## config.mk

```make
export PLATFORM = sky130hd
export DESIGN_NAME = wp_guard_top
export DESIGN_NICKNAME = d
export VERILOG_FILES = /design/src/rtl/wp_pkg.sv /design/src/rtl/wp_seq_ctrl.sv /design/src/rtl/wp_prot_dp.sv /design/src/rtl/wp_guard_top.sv
export SDC_FILE = /design/constraint.sdc
export NUM_CORES = 1
export LEC_CHECK = 0
export ABC_AREA = 1
export CAP_MARGIN = 15
export CELL_PAD_IN_SITES_DETAIL_PLACEMENT = 0
export CELL_PAD_IN_SITES_GLOBAL_PLACEMENT = 1
export CORE_UTILIZATION = 25
export DETAILED_ROUTE_END_ITERATION = 10
export GPL_TIMING_DRIVEN = 0
export PLACE_DENSITY_LB_ADDON = 0.3
export SLEW_MARGIN = 20
export SYNTH_ARGS = -nofsm -noshare
export SYNTH_HDL_FRONTEND = slang
export SYNTH_SLANG_ARGS = --single-unit
```

## constraint.sdc

```tcl
create_clock -name clk -period 3.75 [get_ports clk]
set_clock_uncertainty 0.2 [all_clocks]
set_input_delay 0.375 -clock clk [delete_from_list [all_inputs] [get_ports clk]]
set_output_delay 0.375 -clock clk [all_outputs]
set_load 0.01 [all_outputs]
```

## src/rtl/wp_pkg.sv

```systemverilog
package wp_pkg;

  typedef enum logic [2:0] {
    SEQ_IDLE,
    SEQ_KEY1,
    SEQ_KEY2,
    SEQ_OPEN,
    SEQ_EXT4,
    SEQ_MASK
  } seqState_t;

  typedef struct packed {
    logic consumed;
    logic unlockHit;
    logic protOff;
    logic maskLoad;
  } ctlStrobe_t;

endpackage

```

## src/rtl/wp_seq_ctrl.sv

```systemverilog
module wp_seq_ctrl
  import wp_pkg::*;
#(
  parameter int CMP_W    = 12,
  parameter int DATA_W   = 8,
  parameter logic [CMP_W-1:0]  KEY_ADDR_A = 12'h555,
  parameter logic [CMP_W-1:0]  KEY_ADDR_B = 12'hAAA,
  parameter logic [DATA_W-1:0] KEY_BYTE_1 = 8'hAA,
  parameter logic [DATA_W-1:0] KEY_BYTE_2 = 8'h55,
  parameter logic [DATA_W-1:0] KEY_BYTE_3 = 8'hA0,
  parameter logic [DATA_W-1:0] CODE_OFF   = 8'h80,
  parameter logic [DATA_W-1:0] CODE_LOCK  = 8'hC0
) (
  input  logic              clk,
  input  logic              rst_n,
  input  logic              wrStrobe,
  input  logic [CMP_W-1:0]  addrLow,
  input  logic [DATA_W-1:0] wrData,
  output ctlStrobe_t        ctl
);

  seqState_t seqState, seqNext;

  logic atA, atB;
  assign atA = (addrLow == KEY_ADDR_A);
  assign atB = (addrLow == KEY_ADDR_B);

  always_comb begin
    seqNext = seqState;
    ctl     = '0;
    if (wrStrobe) begin
      seqNext = SEQ_IDLE;
      unique case (seqState)
        SEQ_IDLE: if (atA && wrData == KEY_BYTE_1) begin
          seqNext = SEQ_KEY1; ctl.consumed = 1'b1;
        end
        SEQ_KEY1: if (atB && wrData == KEY_BYTE_2) begin
          seqNext = SEQ_KEY2; ctl.consumed = 1'b1;
        end
        SEQ_KEY2: if (atA && wrData == KEY_BYTE_3) begin
          seqNext = SEQ_OPEN; ctl.consumed = 1'b1; ctl.unlockHit = 1'b1;
        end
        SEQ_OPEN: if (atA && wrData == KEY_BYTE_1) begin
          seqNext = SEQ_EXT4; ctl.consumed = 1'b1;
        end
        SEQ_EXT4: begin
          if (atB && wrData == CODE_OFF) begin
            ctl.consumed = 1'b1; ctl.protOff = 1'b1;
          end else if (atB && wrData == CODE_LOCK) begin
            seqNext = SEQ_MASK; ctl.consumed = 1'b1;
          end
        end
        SEQ_MASK: begin
          ctl.consumed = 1'b1; ctl.maskLoad = 1'b1;
        end
        default: seqNext = SEQ_IDLE;
      endcase
    end
  end

  always_ff @(posedge clk or negedge rst_n) begin
    if (!rst_n) seqState <= SEQ_IDLE;
    else        seqState <= seqNext;
  end

  // the mask-load step is only reached through a lock-code byte
  assert_mask_entry_R7: assert property (@(posedge clk) disable iff (!rst_n)
    (seqState == SEQ_MASK) |-> $past(wrStrobe && atB && wrData == CODE_LOCK))
    else $error("mask step entered without lock code");

endmodule

```

## src/rtl/wp_prot_dp.sv

```systemverilog
module wp_prot_dp
  import wp_pkg::*;
#(
  parameter int NBLK = 8,
  parameter logic             PROT_RESET = 1'b0,
  parameter logic [NBLK-1:0]  LOCK_RESET = '0,
  localparam int BLK_W = $clog2(NBLK)
) (
  input  logic             clk,
  input  logic             rst_n,
  input  logic             wrStrobe,
  input  logic [BLK_W-1:0] blkIdx,
  input  logic [NBLK-1:0]  maskIn,
  input  logic             pageDone,
  input  ctlStrobe_t       ctl,
  output logic             writeAllow,
  output logic             protectEn,
  output logic [NBLK-1:0]  lockMask
);

  logic windowOpen;
  logic blkLocked;
  logic globalOk;

  always_ff @(posedge clk or negedge rst_n) begin
    if (!rst_n) begin
      protectEn  <= PROT_RESET;
      lockMask   <= LOCK_RESET;
      windowOpen <= 1'b0;
    end else begin
      if (ctl.unlockHit)     protectEn <= 1'b1;
      else if (ctl.protOff)  protectEn <= 1'b0;
      if (ctl.maskLoad)      lockMask  <= maskIn;
      if (ctl.unlockHit)     windowOpen <= 1'b1;
      else if (pageDone)     windowOpen <= 1'b0;
    end
  end

  assign blkLocked  = lockMask[blkIdx];
  assign globalOk   = !protectEn || windowOpen;
  assign writeAllow = wrStrobe && !ctl.consumed && !blkLocked && globalOk;

  // the lock mask only changes after a consumed command cycle
  assert_mask_hold_R7: assert property (@(posedge clk) disable iff (!rst_n)
    !$stable(lockMask) |-> $past(wrStrobe && ctl.consumed))
    else $error("lock mask changed outside a command");

  // the page window closes only on the page-end input
  assert_window_close_R4: assert property (@(posedge clk) disable iff (!rst_n)
    $fell(windowOpen) |-> $past(pageDone))
    else $error("window closed without page end");

endmodule

```

## src/rtl/wp_guard_top.sv

```systemverilog
module wp_guard_top
  import wp_pkg::*;
#(
  parameter int ADDR_W = 13,
  parameter int DATA_W = 8,
  parameter int NBLK   = 8,
  localparam int CMP_W = ADDR_W - 1,
  localparam int BLK_W = $clog2(NBLK)
) (
  input  logic              clk,
  input  logic              rst_n,
  input  logic              wrStrobe,
  input  logic [ADDR_W-1:0] wrAddr,
  input  logic [DATA_W-1:0] wrData,
  input  logic              pageDone,
  output logic              writeAllow,
  output logic              cmdConsumed,
  output logic              protectEn,
  output logic [NBLK-1:0]   lockMask
);

  ctlStrobe_t ctl;

  wp_seq_ctrl #(.CMP_W(CMP_W), .DATA_W(DATA_W)) i_ctrl (
    .clk      (clk),
    .rst_n    (rst_n),
    .wrStrobe (wrStrobe),
    .addrLow  (wrAddr[CMP_W-1:0]),
    .wrData   (wrData),
    .ctl      (ctl)
  );

  wp_prot_dp #(.NBLK(NBLK)) i_dp (
    .clk        (clk),
    .rst_n      (rst_n),
    .wrStrobe   (wrStrobe),
    .blkIdx     (wrAddr[ADDR_W-1 -: BLK_W]),
    .maskIn     (wrData[NBLK-1:0]),
    .pageDone   (pageDone),
    .ctl        (ctl),
    .writeAllow (writeAllow),
    .protectEn  (protectEn),
    .lockMask   (lockMask)
  );

  assign cmdConsumed = ctl.consumed;

  // global protection turns on only after the third key byte
  assert_prot_rise_R2: assert property (@(posedge clk) disable iff (!rst_n)
    $rose(protectEn) |-> $past(wrStrobe && wrAddr[CMP_W-1:0] == 12'h555 && wrData == 8'hA0))
    else $error("protection set without key");

  // global protection turns off only after the off code
  assert_prot_fall_R6: assert property (@(posedge clk) disable iff (!rst_n)
    $fell(protectEn) |-> $past(wrStrobe && wrAddr[CMP_W-1:0] == 12'hAAA && wrData == 8'h80))
    else $error("protection cleared without off code");

  // no decision without a write cycle
  assert_idle_quiet_R10: assert property (@(posedge clk) disable iff (!rst_n)
    !wrStrobe |-> (!writeAllow && !cmdConsumed))
    else $error("output active without strobe");

endmodule

```

==> results of run 1 <==
## worst paths after layout
check,end,startpoint,slack (ns),depth (start not counted)
max in group asynchronous,i_dp.lockMask[4],rst_n,2.66,1
worst min register to register,i_dp.lockMask[6],i_dp.lockMask[6],0.32,2
worst max-delay path,cmdConsumed,wrAddr[10],0.84,11
worst max register to register,i_dp.lockMask[5],i_ctrl.seqState[1],2.20,7
min in group clk,i_dp.lockMask[6],i_dp.lockMask[6],0.32,2
worst min-delay path,i_dp.lockMask[7],rst_n,0.31,1
## cells by family after synthesis
| logic type | share of synthesized area [%] |
|---|---|
| AND/OR/NAND/NOR | 41.87 |
| buffers and inverters | 12.29 |
| AO/OA/AOI/OAI | 12.55 |
| flip-flops | 33.29 |
## area by class of cell
class	count	area, um^2
plain buffers	1	11.26
repair buffers	35	350.3
flip-flops and latches	13	325.3
inverters	29	108.9
well taps	48	60.06
clock buffers	4	45.04
multi-input cells	117	531.8
fillers	409	2283
## layer usage
metal / up-vias / GRT usage (%) / share of wire (%)
li1: 572 / - / -
met3: 4 / 2.289 / 5.5
met1: 471 / 16.88 / 47
met5: - / 0 / 0
met4: 0 / 4.167 / 1.1
met2: 28 / 21.97 / 46
## stage by stage
stage                     hold WS (ns)  power [mW]
after detailed placement        0.3092      0.1994
after floorplan                -0.1206      0.1616
after CTS                       0.3230      0.3245
after global routing            0.3432      0.3369
after global placement          0.3050      0.1986
final                           0.3064      0.3204
## synth_stat cells, types with 2 or more instances
cell / instances / area [um^2]
inv_2: 2 / 7.510
nand2_1: 52 / 195.2
nor2_1: 28 / 105.1
a21oi_1: 2 / 10.01
nand3_1: 12 / 60.06
o22ai_1: 2 / 12.51
o21ai_2: 8 / 70.07
inv_1: 27 / 101.4
nand2_2: 2 / 12.51
dfrtp_1: 13 / 325.3
o21ai_0: 5 / 25.02
## flip-flops by register name, summed over array words and instances (netlist names)
signal / cells
i_dp.lockMask: 8
i_ctrl.seqState: 3
i_dp.protectEn: 1
i_dp.windowOpen: 1
## power by group
| part | internal [mW] | switching, mW |
|---|---|---|
| clock network | 0.0750 | 0.0490 |
| logic | 0.0302 | 0.0258 |
| registers | 0.140 | 0.0000000464 |
==> flow_metrics.env, run 1 <==
export IMPL_syn_cell_area_um2=977.2
export IMPL_num_antenna_cells=0
export IMPL_hpwl_mm=2.166
export IMPL_drc=0
export IMPL_path_clk_slew_ns=0.06
export IMPL_place_congestion=0.7842
export IMPL_grtUsageTotal_pct=13.09
export IMPL_cp_slowest_cell="clkdlybuf4s50_1"
export IMPL_drt_total_wl_mm=2.571
export IMPL_clk_latency_ns=0.24
export IMPL_synth_flop_cell="dfrtp_1"
export IMPL_final_area_um2=1433
export IMPL_die_y_um=64.52
export IMPL_fin_tns_setup_ns=0
export IMPL_path_delay_family="buffers and inverters"
export IMPL_antenna_found_initial=0
export IMPL_avgSynthCellArea_um2=6.107
export IMPL_die_area_um2=4163
export IMPL_max_stage_delay_ns=0.55
export IMPL_hp_class="input port to async pin"
export IMPL_status="completed"
export IMPL_fin_cells=247
export IMPL_rsz0062_at_grt="no"
export IMPL_numCtsBuffers=3
export IMPL_layout_commonest_cell="nand2_1"
export IMPL_num_nets_final=225
export IMPL_setup_ws_ns=0.8445
export IMPL_cts_tree="yes"
export IMPL_area_growth_pct=46.61
export IMPL_grt_pass1_vias=1001
export IMPL_fin_crit_sh_pct=77.48
export IMPL_yosys_warnings=0
export IMPL_place_ws_ns=0.8431
export IMPL_ys_ff_latch=13
export IMPL_endpoint_kind="output port"
export IMPL_finalSetupViolations=0
export IMPL_cts_sinks=13
export IMPL_cts_max_path_buffers=2
export IMPL_routed_via_density=4.352
export IMPL_grt_max_degree=14
export IMPL_placed_cell_area_um2=1388
export IMPL_rows=22
export IMPL_initial_core_util_pct=26.30
export IMPL_htree_levels=1
export IMPL_worst_pin_slew_ns=0.5840
export IMPL_fmax_mhz=344.2
export IMPL_max_cap_viol_count=0
export IMPL_cts_resized=0
export IMPL_vias=1075
export IMPL_async_reset_ff_share_pct=100.0
export IMPL_worstSetupPathType="input port to output port"
export IMPL_antenna_left=0
export IMPL_wl_per_cell_um=10.41
export IMPL_fin_util_pct=38.55
export IMPL_cts_setup_buffers=0
export IMPL_cellPowerDensity_nw_per_um2=223.6
export IMPL_holdBufCountCts=0
export IMPL_overflow=0
export IMPL_cp_arrival_ns=2.33
export IMPL_slew_headroom_pct=60.94
export IMPL_drv_slew=0
export IMPL_drive_above_1_share_pct=9.045
export IMPL_die_w_um=64.52
export IMPL_yosysSeqAreaShare_pct=33.29
export IMPL_mostFrequentLayoutCells="nand2_1 (52), clkdlybuf4s50_1 (35), nor2_1 (28)"
export IMPL_synth_edf_count=0
export IMPL_p_leak_nw=0.6759
export IMPL_synth_distinct_cells=18
export IMPL_crit_path_max_fanout=6
export IMPL_cp_required_ns=3.17
export IMPL_root_buffer="clkbuf_8"
export IMPL_first_iter_violations=40
export IMPL_grt_pass1_wl_mm=4.326
export IMPL_syn_nets=185
export IMPL_vdd_drop_max_v=0.0001383
export IMPL_dr_pass1_iters=4
export IMPL_core_area_um2=3716
export IMPL_placedCellCount=243
export IMPL_cp_num_buf_inv=3
export IMPL_critPathMostFrequentCell="nor2_1"
export IMPL_post_route_min_period_ns=2.905
export IMPL_io_pins=36
export IMPL_syn_inst=160
export IMPL_path_cells="clkdlybuf4s50_1 -> inv_1 -> nand2_1 -> nor2_1 -> nand2_1 -> nor2_1 -> nand2_1 -> nand3_1 -> nor2_1 -> nor2_1 -> clkdlybuf4s50_1"
export IMPL_io_buffers=35
export IMPL_worst_setup_path_start_kind="input port"
export IMPL_hold_viol=0
(Power assumes the default switching activity.)
==> run 2: changes to the inputs <==
==> constraint.sdc (replaced) <==
create_clock -name clk -period 2.9 [get_ports clk]
set_clock_uncertainty 0.2 [all_clocks]
set_input_delay 0.29 -clock clk [delete_from_list [all_inputs] [get_ports clk]]
set_output_delay 0.29 -clock clk [all_outputs]
set_load 0.01 [all_outputs]
==> flow_metrics.env, run 2 (synthesized netlist as in run 1, its figures left out) <==
export IMPL_htree_levels=1
export IMPL_p_leak_nw=0.6748
export IMPL_routed_via_density=4.352
export IMPL_rsz0062_at_grt="no"
export IMPL_top_layer="met4"
export IMPL_antenna_found_initial=0
export IMPL_io_buffers=35
export IMPL_fin_crit_sh_pct=94.80
export IMPL_numCtsBuffers=3
export IMPL_largest_reg_flops=8
export IMPL_place_congestion=0.7842
export IMPL_antenna_left=0
export IMPL_die_w_um=64.52
export IMPL_first_iter_violations=40
export IMPL_wl_met3_um=141
export IMPL_initial_core_util_pct=26.30
export IMPL_vias=1075
export IMPL_cp_required_ns=2.41
export IMPL_num_nets_final=225
export IMPL_worstSetupPathType="input port to output port"
export IMPL_holdBufCountCts=0
export IMPL_drt_total_wl_mm=2.570
export IMPL_drive_above_1_share_pct=9.548
export IMPL_top_register="i_dp.lockMask"
export IMPL_cp_arrival_ns=2.26
export IMPL_drv_slew=0
export IMPL_overflow=0
export IMPL_rows=22
export IMPL_cts_sinks=13
export IMPL_status="completed"
export IMPL_hold_ws_ns=0.2214
export IMPL_cts_max_path_buffers=2
export IMPL_hpwl_mm=2.166
export IMPL_area_growth_pct=46.61
export IMPL_endpoint_kind="output port"
export IMPL_mostFrequentLayoutCells="nand2_1 (52), clkdlybuf4s50_1 (35), nor2_1 (28)"
export IMPL_die_area_um2=4163
export IMPL_grtUsageTotal_pct=13.09
export IMPL_drc=0
export IMPL_worst_pin_slew_ns=0.5840
export IMPL_finalSetupViolations=0
export IMPL_clk_latency_ns=0.24
export IMPL_post_route_min_period_ns=2.749
export IMPL_path_clk_slew_ns=0.06
export IMPL_met2_length_mm=1.192
export IMPL_hold_viol=0
export IMPL_grt_pass1_wl_mm=4.326
export IMPL_slew_headroom_pct=60.94
export IMPL_hp_class="input port to async pin"
export IMPL_grt_pass1_vias=1001
export IMPL_reg_top3="i_dp.lockMask (8), i_ctrl.seqState (3)"
export IMPL_wl_per_cell_um=10.40
export IMPL_io_pins=36
export IMPL_cts_setup_buffers=0
export IMPL_layout_commonest_cell="nand2_1"
export IMPL_fmax_mhz=363.8
export IMPL_num_antenna_cells=0
export IMPL_crit_path_max_fanout=6
export IMPL_root_buffer="clkbuf_8"
export IMPL_cellPowerDensity_nw_per_um2=289.3
export IMPL_vdd_drop_max_v=0.0001789
export IMPL_cts_tree="yes"
export IMPL_grt_max_degree=14
export IMPL_met1_length_mm=1.208
export IMPL_core_area_um2=3716
export IMPL_dr_pass1_iters=4
export IMPL_fin_tns_setup_ns=0
export IMPL_r2r_setup_slack_ns=1.35
export IMPL_die_y_um=64.52
export IMPL_max_cap_viol_count=0
export IMPL_worst_setup_path_start_kind="input port"
-- run 2: cell counts in the layout (fill, tap and decap cells not counted) --
No cell type changed its count.
-- run 2: through the flow --
stage / utilization [%] / total power, mW / worst slack (ns) / std cells / instance area [um^2]
after floorplan: - / 0.2090 / 1.317 / 160 / 977.2
after global placement: 37.34 / 0.2568 / 0.1960 / 243 / 1388
after detailed placement: 37.34 / 0.2578 / 0.1631 / 243 / 1388
after CTS: 38.55 / 0.4197 / 0.1582 / 247 / 1433
after global routing: 38.55 / 0.4359 / 0.01527 / 247 / 1433
final: 38.55 / 0.4144 / 0.1509 / 247 / 1433
-- run 2: cell type report --
type,instances,area [um^2]
sequential,13,325.3
inverter,29,108.9
tap,48,60.06
timing repair buffer,35,350.3
buffer,1,11.26
multi-input combinational,117,531.8
clock buffer,4,45.04
fill,409,2283
-- run 2: where the power goes --
| group | switching [mW] | total (mW) | internal (mW) | leakage (nW) |
|---|---|---|---|---|
| combinational | 0.0335 | 0.0726 | 0.0391 | 0.470 |
| clock | 0.0633 | 0.160 | 0.0970 | 0.0228 |
| sequential | 0.0000000600 | 0.182 | 0.182 | 0.182 |
| total | 0.0968 | 0.414 | 0.318 | 0.675 |
-- run 2: worst paths after layout --
kind | start | endpoint | cells after the start
setup / recovery | wrAddr[10] | cmdConsumed | 10
hold / removal | rst_n | i_dp.lockMask[7] | 1
setup reg to reg | i_ctrl.seqState[1] | i_dp.lockMask[5] | 7
hold reg to reg | i_dp.lockMask[6] | i_dp.lockMask[6] | 2
max in group asynchronous | rst_n | i_dp.lockMask[4] | 1
min in group clk | i_dp.lockMask[6] | i_dp.lockMask[6] | 2
-- run 2: per-layer routing --
layer  track usage (%)  up-vias
li1                  -      572
met1             16.88      471
met2             21.97       28
met3             2.289        4
met4             4.167        0
met5                 0        -
-- run 2: worst max-delay path, stage by stage --
cell and delay [ns]:
clkdlybuf4s50_1 0.58, nand2_1 0.08, nor2_1 0.15, nand2_1 0.10, nor2_4 0.15, nand3_1 0.13
nand3_1 0.09, nor2_1 0.04, nor2_1 0.10, clkdlybuf4s50_1 0.55
-- run 2: timing repair --
item	CTS	global route
resized for setup	0	1
hold endpoints to repair	0	0
endpoints found under the setup margin	0	2
==> run 3: changes to the inputs <==
--- a/config.mk
+++ b/config.mk
@@ -6,7 +6,6 @@
 export NUM_CORES = 1
 export LEC_CHECK = 0
 export ABC_AREA = 1
-export CAP_MARGIN = 15
 export CELL_PAD_IN_SITES_DETAIL_PLACEMENT = 0
 export CELL_PAD_IN_SITES_GLOBAL_PLACEMENT = 1
 export CORE_UTILIZATION = 25
==> constraint.sdc (replaced) <==
create_clock -name clk -period 3.5 [get_ports clk]
set_clock_uncertainty 0.2 [all_clocks]
set_input_delay 0.35 -clock clk [delete_from_list [all_inputs] [get_ports clk]]
set_output_delay 0.35 -clock clk [all_outputs]
set_load 0.01 [all_outputs]
==> results of run 3 <==
Same layout as run 1 (identical final DEF). Status: completed.
Main changes from that run: setup slack after placement 0.8431 ns -> 0.6431 ns; setup slack after layout 0.8445 ns -> 0.6445 ns; hold slack 0.3064 ns -> 0.2814 ns; register-to-register setup slack 2.20 ns -> 1.95 ns; total power 0.3204 mW -> 0.3433 mW; worst IR drop on VDD 0.0001383 V -> 0.0001482 V
